[src/rtl/carrier_irq_pkg.sv]
package carrier_irq_pkg;

    parameter int NUM_SLOTS      = 6;
    parameter int LINES_PER_SLOT = 2;
    parameter int REG_W          = 16;
    parameter int ADDR_W         = 12;
    parameter int SYNC_STAGES    = 2;

    localparam int NUM_IRQ = NUM_SLOTS * LINES_PER_SLOT;
    localparam int LO_CLK  = 4;                 // slots with select in bits 3:0
    localparam int HI_CLK  = NUM_SLOTS - LO_CLK; // slots with select in bits 9:8
    localparam int CTL_USED = 10;

    localparam logic [ADDR_W-1:0] OFS_CTRL = ADDR_W'('h500);
    localparam logic [ADDR_W-1:0] OFS_PEND = ADDR_W'('h600);
    localparam logic [ADDR_W-1:0] OFS_STAT = ADDR_W'('h700);

    localparam logic [REG_W-1:0] CTRL_MASK = REG_W'((1 << CTL_USED) - 1);

    localparam int STAT_TMO_BIT  = 6;
    localparam int STAT_LINT_BIT = 7;

    // Control register view, msb first: bits 9:0
    typedef struct packed {
        logic [HI_CLK-1:0] clk_hi;
        logic              test_irq;
        logic              irq_en;
        logic              ack_en;
        logic              tmo_arm;
        logic [LO_CLK-1:0] clk_lo;
    } ctrl_t;

    typedef enum logic [1:0] {
        SEL_NONE = 2'd0,
        SEL_CTRL = 2'd1,
        SEL_PEND = 2'd2,
        SEL_STAT = 2'd3
    } reg_sel_e;

    function automatic reg_sel_e decode(input logic [ADDR_W-1:0] a);
        if (a == OFS_CTRL)      return SEL_CTRL;
        else if (a == OFS_PEND) return SEL_PEND;
        else if (a == OFS_STAT) return SEL_STAT;
        else                    return SEL_NONE;
    endfunction

    function automatic logic [NUM_SLOTS-1:0] clk_sel(input ctrl_t c);
        return {c.clk_hi, c.clk_lo};
    endfunction

endpackage

[src/rtl/irq_sync.sv]
module irq_sync #(
    parameter int WIDTH  = 12,
    parameter int STAGES = 2
) (
    input  logic             clk,
    input  logic             rst,
    input  logic [WIDTH-1:0] din_n,
    output logic [WIDTH-1:0] dout_n
);
    for (genvar i = 0; i < WIDTH; i++) begin : g_bit
        logic [STAGES-1:0] chain_q;
        always_ff @(posedge clk) begin
            if (rst) chain_q <= '1;
            else     chain_q <= {chain_q[STAGES-2:0], din_n[i]};
        end
        assign dout_n[i] = chain_q[STAGES-1];
    end
endmodule

[src/rtl/ctl_regs.sv]
module ctl_regs
    import carrier_irq_pkg::*;
(
    input  logic             clk,
    input  logic             rst,
    input  logic             wr_ctrl,
    input  logic [REG_W-1:0] wdata,
    input  logic             tmo_evt,
    output logic [REG_W-1:0] ctrl_word,
    output ctrl_t            ctrl,
    output logic             tmo_flag
);
    logic [REG_W-1:0] ctrl_q;
    logic             flag_q;

    always_ff @(posedge clk) begin
        if (rst)          ctrl_q <= '0;
        else if (wr_ctrl) ctrl_q <= wdata & CTRL_MASK;
    end

    assign ctrl      = ctrl_t'(ctrl_q[CTL_USED-1:0]);
    assign ctrl_word = ctrl_q;

    // Hold-clear sticky flag: the arm bit low forces it clear
    always_ff @(posedge clk) begin
        if (rst || !ctrl.tmo_arm) flag_q <= 1'b0;
        else if (tmo_evt)         flag_q <= 1'b1;
    end
    assign tmo_flag = flag_q;

    p_hold_clear_r6: assert property (@(posedge clk) disable iff (rst)
        !ctrl.tmo_arm |=> !tmo_flag);
    p_sticky_r7: assert property (@(posedge clk) disable iff (rst)
        (tmo_flag && ctrl.tmo_arm && !wr_ctrl) |=> tmo_flag);
    p_set_r7: assert property (@(posedge clk) disable iff (rst)
        (ctrl.tmo_arm && tmo_evt && !wr_ctrl) |=> tmo_flag);
    p_ctrl_hold_r1: assert property (@(posedge clk) disable iff (rst)
        !wr_ctrl |=> $stable(ctrl_word));
endmodule

[src/rtl/carrier_irq_ctrl.sv]
module carrier_irq_ctrl
    import carrier_irq_pkg::*;
(
    input  logic                 clk,
    input  logic                 rst,
    input  logic [ADDR_W-1:0]    reg_addr,
    input  logic                 reg_wr,
    input  logic [REG_W-1:0]     reg_wdata,
    output logic [REG_W-1:0]     reg_rdata,
    input  logic [NUM_IRQ-1:0]   mod_irq_n,
    input  logic                 tmo_evt,
    output logic [NUM_SLOTS-1:0] slot_clk_fast,
    output logic                 auto_ack_en,
    output logic                 lint_n
);
    reg_sel_e           sel;
    logic [NUM_IRQ-1:0] sync_n;
    logic [NUM_IRQ-1:0] pend_q;
    logic [REG_W-1:0]   ctrl_word;
    ctrl_t              ctrl;
    logic               tmo_flag;
    logic               lint;

    assign sel = decode(reg_addr);

    irq_sync #(.WIDTH(NUM_IRQ), .STAGES(SYNC_STAGES)) u_sync (
        .clk(clk), .rst(rst), .din_n(mod_irq_n), .dout_n(sync_n)
    );

    always_ff @(posedge clk) begin
        if (rst) pend_q <= '0;
        else     pend_q <= ~sync_n;
    end

    ctl_regs u_regs (
        .clk(clk), .rst(rst),
        .wr_ctrl(reg_wr && sel == SEL_CTRL),
        .wdata(reg_wdata), .tmo_evt(tmo_evt),
        .ctrl_word(ctrl_word), .ctrl(ctrl), .tmo_flag(tmo_flag)
    );

    assign lint          = ctrl.irq_en & ((|pend_q) | tmo_flag | ctrl.test_irq);
    assign lint_n        = ~lint;
    assign slot_clk_fast = clk_sel(ctrl);
    assign auto_ack_en   = ctrl.ack_en;

    always_comb begin
        reg_rdata = '0;
        unique case (sel)
            SEL_CTRL: reg_rdata = ctrl_word;
            SEL_PEND: reg_rdata[NUM_IRQ-1:0] = pend_q;
            SEL_STAT: begin
                reg_rdata[STAT_TMO_BIT]  = tmo_flag;
                reg_rdata[STAT_LINT_BIT] = lint;
            end
            default:  reg_rdata = '0;
        endcase
    end

    p_blocked_r9: assert property (@(posedge clk) disable iff (rst)
        !ctrl.irq_en |-> lint_n);
    p_test_r10: assert property (@(posedge clk) disable iff (rst)
        (ctrl.irq_en && ctrl.test_irq) |-> !lint_n);
    p_pend_ro_r5: assert property (@(posedge clk) disable iff (rst)
        (pend_q[0] && !sync_n[0]) |=> pend_q[0]);
endmodule

[config.mk]
export PLATFORM = sky130hd
export DESIGN_NAME = carrier_irq_ctrl
export DESIGN_NICKNAME = d
export VERILOG_FILES = /design/src/rtl/carrier_irq_pkg.sv /design/src/rtl/irq_sync.sv /design/src/rtl/ctl_regs.sv /design/src/rtl/carrier_irq_ctrl.sv
export SDC_FILE = /design/constraint.sdc
export NUM_CORES = 1
export LEC_CHECK = 0
export CORE_AREA = 5 5 61 84
export DETAILED_ROUTE_END_ITERATION = 8
export DIE_AREA = 0 0 66 89
export GPL_TIMING_DRIVEN = 0
export PLACE_DENSITY_LB_ADDON = 0.25
export SLEW_MARGIN = 10
export SYNTH_ARGS = -nofsm -noshare
export SYNTH_HDL_FRONTEND = slang
export SYNTH_SLANG_ARGS = --single-unit
[constraint.sdc]
create_clock -name clk -period 2.5 [get_ports clk]
set_input_delay 0.5 -clock clk [delete_from_list [all_inputs] [get_ports clk]]
set_output_delay 0.5 -clock clk [all_outputs]
set_load 0.005 [all_outputs]
## Word-level counts from Yosys, hierarchy flattened

Cells that the tools add are included.

| word-level totals | value |
|---|---|
| input bits | 44 |
| RAM bits | 0 |
| word-level logic and storage cells | 36 |
| register bits | 47 |
| ROM bits | 0 |
| memories | 0 |
| bits in latches | 0 |

| cells by class | value |
|---|---|
| $lt $le $gt $ge | 0 |
| reductions and logical operators | 4 |
| add/sub/neg operators | 0 |
| shift operators | 0 |
| mux-type cells | 6 |
| bitwise gates (word level) | 5 |
| equal/unequal tests | 6 |
| divide/modulo/power cells | 0 |
| $mul | 0 |

Operators by type and width:

| operator | number |
|---|---|
| $eq 12x11->1 const B | 3 |
| $not 12->12 | 1 |
| $pmux 6 s2 | 1 |
| $reduce_or 12->1 | 1 |
| $pmux 4 s2 | 1 |
| $mux 2 | 3 |
| $pmux 2 s3 | 1 |
| $eq 2x2->1 const B | 2 |
| $eq 2x1->1 const B | 1 |
| $or 1x1->1 | 2 |
| $and 1x1->1 | 1 |
| $logic_and 1x1->1 | 1 |
| $logic_not 1->1 | 1 |
| $logic_or 1x1->1 | 1 |
| $not 1->1 | 1 |

## Depth between registers and ports, before layout

| depth | value |
|---|---|
| depth after elaboration | 6 |
| gate-level depth with buffers | 5 |

## Hierarchy

From an unflattened synthesis, not the netlist that was laid out.

| second synthesis, totals | value |
|---|---|
| cells, all modules | 178 |
| area, all modules | 1,883.1 µm² |

Modules (own cells, without submodules):

| module | cells an instance | sequential area each (µm²) | times used | area an instance (µm²) |
|---|---|---|---|---|
| irq_sync | 62 | 480.5 | 1 | 743.2 |
| carrier_irq_ctrl | 64 | 240.2 | 1 | 631.9 |
| ctl_regs | 52 | 220.2 | 1 | 508.0 |

## Least setup slack after synthesis

No wires, ideal clock.

| path | value |
|---|---|
| path kind | input-to-output |
| from | input reg_addr[7] |
| to | output reg_rdata[0] |
| path buffers | 1 |
| cell stages on the path | 4 |
| setup slack | 326 ps |
| arrival time | 1,674 ps |
| path through | or4_4 or3_1 buf_6 nor2_1 |

| between the ends | value |
|---|---|
| word-level cells in the longest chain between the ends | 6 |
| elaborated cells on any way between the ends | 9 |

RTL lines:

| item | RTL line | source |
|---|---|---|
| start, declared | carrier_irq_ctrl.sv:6 | `input logic [ADDR_W-1:0] reg_addr,` |
| $eq 12x11->1 | carrier_irq_pkg.sv:43 | `else if (a == OFS_STAT) return SEL_STAT;` |
| $mux 2 | carrier_irq_pkg.sv:43 |  |
| $mux 2 | carrier_irq_pkg.sv:42 | `else if (a == OFS_PEND) return SEL_PEND;` |
| $mux 2 * | carrier_irq_pkg.sv:41 | `if (a == OFS_CTRL) return SEL_CTRL;` |
| $eq 2x2->1 / $eq 2x1->1 (equally long branches) | carrier_irq_ctrl.sv:49 | `unique case (sel)` |
| $pmux 6 s2 * | carrier_irq_ctrl.sv:49 |  |
| end, declared | carrier_irq_ctrl.sv:9 | `output logic [REG_W-1:0] reg_rdata,` |

Every way passes the cells marked *; elsewhere a longest branch is shown, timed or not.

## Worst setup path after layout

| path | value |
|---|---|
| from | input reg_addr[0] |
| to | output reg_rdata[6] |

| between the ends | value |
|---|---|
| word-level cells in the longest chain between the ends | 6 |
| elaborated cells on any way between the ends | 10 |

RTL lines:

| item | RTL line |
|---|---|
| $eq 12x11->1 | carrier_irq_pkg.sv:43 |
| $mux 2 | carrier_irq_pkg.sv:43 |
| $mux 2 | carrier_irq_pkg.sv:42 |
| $mux 2 * | carrier_irq_pkg.sv:41 |
| $eq 2x2->1 / $eq 2x1->1 (equally long branches) | carrier_irq_ctrl.sv:49 |
| $pmux 2 s3 * | carrier_irq_ctrl.sv:49 |

Marks and branches as above.

==> results summary <==
The power density over the cells is 565 mW/mm^2. The worst path arrival time came out at 1.95 ns. The synthesized netlist contains 25 unique library cells. Counting flops with a built-in enable in the synthesized netlist gives 0.

The number of vias per cell after detailed routing is approximately 4.4. The number of remaining DRC errors is 0. The pin count of the biggest net entering global routing is 15. The highest ir drop seen on vdd is roughly 470 uV. The number of max-slew violations in the final report came out at 0. The DRC violation total after the first TritonRoute iteration is 50.

The count of nets after finishing came out at 292. The root buffer cell chosen for the clock tree is sky130_fd_sc_hd__clkbuf_8. The peak clock frequency supported by timing came out at 0.409 GHz. The worst setup slack before clock tree synthesis came out at -0.636 ns.

Cell internal power was estimated by the tool at around 1.2 mW. The setup check on the worst reg-to-reg path leaves a slack of 1.84 ns. The clock-pin slew on the worst setup and hold paths came out at 0.08 ns. The longest clock path from root to sink contains 2 buffers. After legalization and detailed placement, the total HPWL measured roughly 2700 microns. The residual antenna-violating net count after detailed routing is 0. The portion of synthesized area spent on multiplexers is 6.85%. Power comes to 1.46 mW. The kind of start point of the critical path is an input port. The number of rows in the core area is 28. The met3 usage came out at 4.40%.

The largest family of logic cells by synthesized area is simple AND/OR/NAND/NOR gates. The synthesized instance count is between 150 and 200. Setup repair after global routing left no endpoint under its margin.

The first global-routing pass estimated slightly below 6000 microns of wire. The critical-path maximum fanout is 4. The worst hold path belongs to the class reg -> reg. The switching power total is 0.282 mW. The number of antenna diodes in the final layout is 0. In this run the static leakage power is between 1 and 1.5 nW.

The H-tree was split into 2 levels. The share of total power dissipated in sequential elements is 53.4%. The post-synthesis xor/xnor area fraction is 0%. The relative contribution of combinational cells to total power came out at about 8.3%. The starting density of the core came out at 41.8%. Counting the buffers created by CTS gives 5. Summing the areas of all fa, ha and maj instances in the mapped netlist gives 0% of the synthesized area. The routing usage on met2 came out at 25.1%. The clock sink count is between 40 and 50. Yosys printed 0 warnings.

The all-layer global routing usage is 13.0%. The number of buffers added to fix hold violations after cts is 0. The detailed router placed 1,358 vias in this run. The total global routing overflow is 0. The critical path is of the in -> out type. The final core utilization came out at 60.7%. The logic depth of the worst register-to-register path is 1. The hold-critical path depth came out at 1. Summing the areas of all compound-gate instances in the mapped netlist gives between 4 and 5% of the synthesized area.

The number of max-capacitance violations reported came out at 0. The number of global-route vias before repair is 1,315. Setup slack closes at 0.0533 ns. The number of antenna violations at the first check in global routing came out at 0.

Averaged over all synthesized cells, the footprint is 9.90 sq um. In this run the most used layer during global routing was met2. From synthesis to final layout, the design area changed by 45.2%. The floorplan step set the die width to 66 microns. The total count of hold-check failures in the final report came out at 0.

In the final routed layout, each cell accounts on average for 11.5 microns. The power share of the clock group is 38.3%. Setup violations remaining at the end of the flow were counted as 0. The total die area came out at 0.00587 sq mm. The total I/O pin count came out at 68. The post-synthesis async set-or-reset flop share came out at 0%. The total of buffers placed on input and output ports came out at 55. The number of flip-flops and latches in the synthesized netlist came out at 47. The routed design has between 3000 and 4000 microns of wire.

The share of layout cells above drive strength 1 came out at 29.7%. The routability-driven placement congestion ratio came out at 0.770. The setup clock skew after layout is about 0.0052 ns.

The post-synthesis cell area came out at 0.00177 sq mm. The sequential share of the synthesized area is 53.1%. The region available for standard cell placement spans 0.00424 sq mm.

In the global route stage, met1 resource usage came out at about an eighth. The prevailing post-synth register cell is sky130_fd_sc_hd__dfxtp_1. The minimum period implied by the final worst setup slack is 2.45 ns. The worst setup path is captured at an output pin. The share of the cycle needed by the critical path after routing is about 98%. At the later pin of the worst-skew pair, clock insertion delay measures 0.29 ns. The post-synthesis simple-gate area fraction came out at 27.6%. The floorplan step set the die height to 89 microns. The required time reported for the critical path endpoint came out at 2.00 ns. TritonCTS built the clock tree. The switching share of total power came out at 19.4%. The flow ran to the end, and the final reports show no timing, DRC or antenna violations. Final hold analysis gives a worst-case slack of 0.379 ns. The number of search-and-repair iterations in the first detailed-routing pass is 4.
flip-flops by register name, indices dropped and copies added (netlist names):
signal and flops:
u_sync.g_bit.chain_q 24, pend_q 12, u_regs.ctrl_word 10, u_regs.tmo_flag 1
per-layer routing:
metal / up-vias / routed length, microns
met5: - / 0
li1: 704 / -
met2: 42 / 1870
met3: 2 / 245
met4: 0 / 18
met1: 610 / 1410
cells by family (layout without fill, tap and decap cells):
kind of cell    count (synthesis)  in the layout
compound gates                 11             11
mux                            12             12
simple gates                   86             86
buf+inv                        22             89
flops                          47             47
other cells                     1              4
layout by cell type, fill, tap and decap left out, types with 2 or more instances in the layout:
master | Yosys | routed
sky130_fd_sc_hd__or2_2 | 25 | 24
sky130_fd_sc_hd__clkdlybuf4s15_1 | 0 | 7
sky130_fd_sc_hd__nor2_2 | 0 | 2
sky130_fd_sc_hd__clkdlybuf4s50_1 | 0 | 35
sky130_fd_sc_hd__nor4_1 | 3 | 3
sky130_fd_sc_hd__mux2i_1 | 11 | 11
sky130_fd_sc_hd__dlygate4sd2_1 | 0 | 2
sky130_fd_sc_hd__nor2_4 | 0 | 5
sky130_fd_sc_hd__nor2b_1 | 2 | 2
sky130_fd_sc_hd__clkbuf_1 | 9 | 8
sky130_fd_sc_hd__clkbuf_2 | 0 | 3
sky130_fd_sc_hd__nor2_1 | 24 | 17
sky130_fd_sc_hd__clkbuf_8 | 0 | 6
sky130_fd_sc_hd__and3_1 | 2 | 2
sky130_fd_sc_hd__a22oi_1 | 9 | 9
sky130_fd_sc_hd__nand3b_1 | 2 | 2
sky130_fd_sc_hd__buf_6 | 2 | 2
sky130_fd_sc_hd__dfxtp_1 | 47 | 47
sky130_fd_sc_hd__conb_1 | 1 | 4
sky130_fd_sc_hd__buf_2 | 0 | 9
sky130_fd_sc_hd__nand2_1 | 2 | 2
sky130_fd_sc_hd__buf_4 | 10 | 13
sky130_fd_sc_hd__nand2b_1 | 20 | 20
power by group through the flow:
| stage | Combinational [mW] | Sequential [mW] | Clock, mW |
|---|---|---|---|
| floorplan | 0.0550 | 0.793 | 0 |
| global placement | 0.118 | 0.794 | 0 |
| detailed placement | 0.119 | 0.795 | 0 |
| CTS | 0.120 | 0.777 | 0.572 |
| global route | 0.133 | 0.780 | 0.610 |
| finish | 0.120 | 0.777 | 0.558 |
stage by stage:
stage / instances / setup TNS [ns] / area (sq um)
floorplan: 182 / 0 / 1780
global placement: 297 / -7.18 / 2410
detailed placement: 297 / -7.07 / 2410
CTS: 308 / 0 / 2550
global route: 309 / 0 / 2570
finish: 309 / 0 / 2570
worst max-delay path: stages:
cell	delay (ns)
sky130_fd_sc_hd__clkdlybuf4s15_1	0.16
sky130_fd_sc_hd__or4_4	0.53
sky130_fd_sc_hd__or3_4	0.38
sky130_fd_sc_hd__buf_6	0.15
sky130_fd_sc_hd__nor2_1	0.10
sky130_fd_sc_hd__buf_2	0.13
final cells by class:
class                           instances  area (sq um)
Multi-Input combinational cell        113           773
Clock inverter                          2          35.0
Inverter                                1          3.75
Tap cell                               60          75.1
Buffer                                 21           136
Fill cell                             374          1670
Clock buffer                            6          82.6
Timing Repair Buffer                   59           527
Sequential cell                        47           941
synth_stat cells (3+ instances only):
| cell | number | share of area, % |
|---|---|---|
| sky130_fd_sc_hd__a22oi_1 | 9 | 3.8 |
| sky130_fd_sc_hd__buf_4 | 10 | 4.2 |
| sky130_fd_sc_hd__clkbuf_1 | 9 | 1.9 |
| sky130_fd_sc_hd__dfxtp_1 | 47 | 53 |
| sky130_fd_sc_hd__mux2i_1 | 11 | 6.2 |
| sky130_fd_sc_hd__nand2b_1 | 20 | 7.1 |
| sky130_fd_sc_hd__nor2_1 | 24 | 5.1 |
| sky130_fd_sc_hd__nor4_1 | 3 | 1.1 |
| sky130_fd_sc_hd__or2_2 | 25 | 8.8 |
final timing paths:
path / from / end
min reg2reg: u_sync.g_bit[2].chain_q[1] / pend_q[2]
min: u_sync.g_bit[2].chain_q[1] / pend_q[2]
max reg2reg: u_sync.g_bit[2].chain_q[0] / u_sync.g_bit[2].chain_q[1]
max: reg_addr[0] / reg_rdata[6]
what timing repair did:
action	4_1_cts	5_1_grt
cloned	1	0
endpoints found under the hold margin	0	0
endpoints found under the setup margin	12	9
gates resized for setup	68	11
pin swaps	9	5
buffers inserted	2	1
Note: power is estimated with default switching activity, not from simulation.
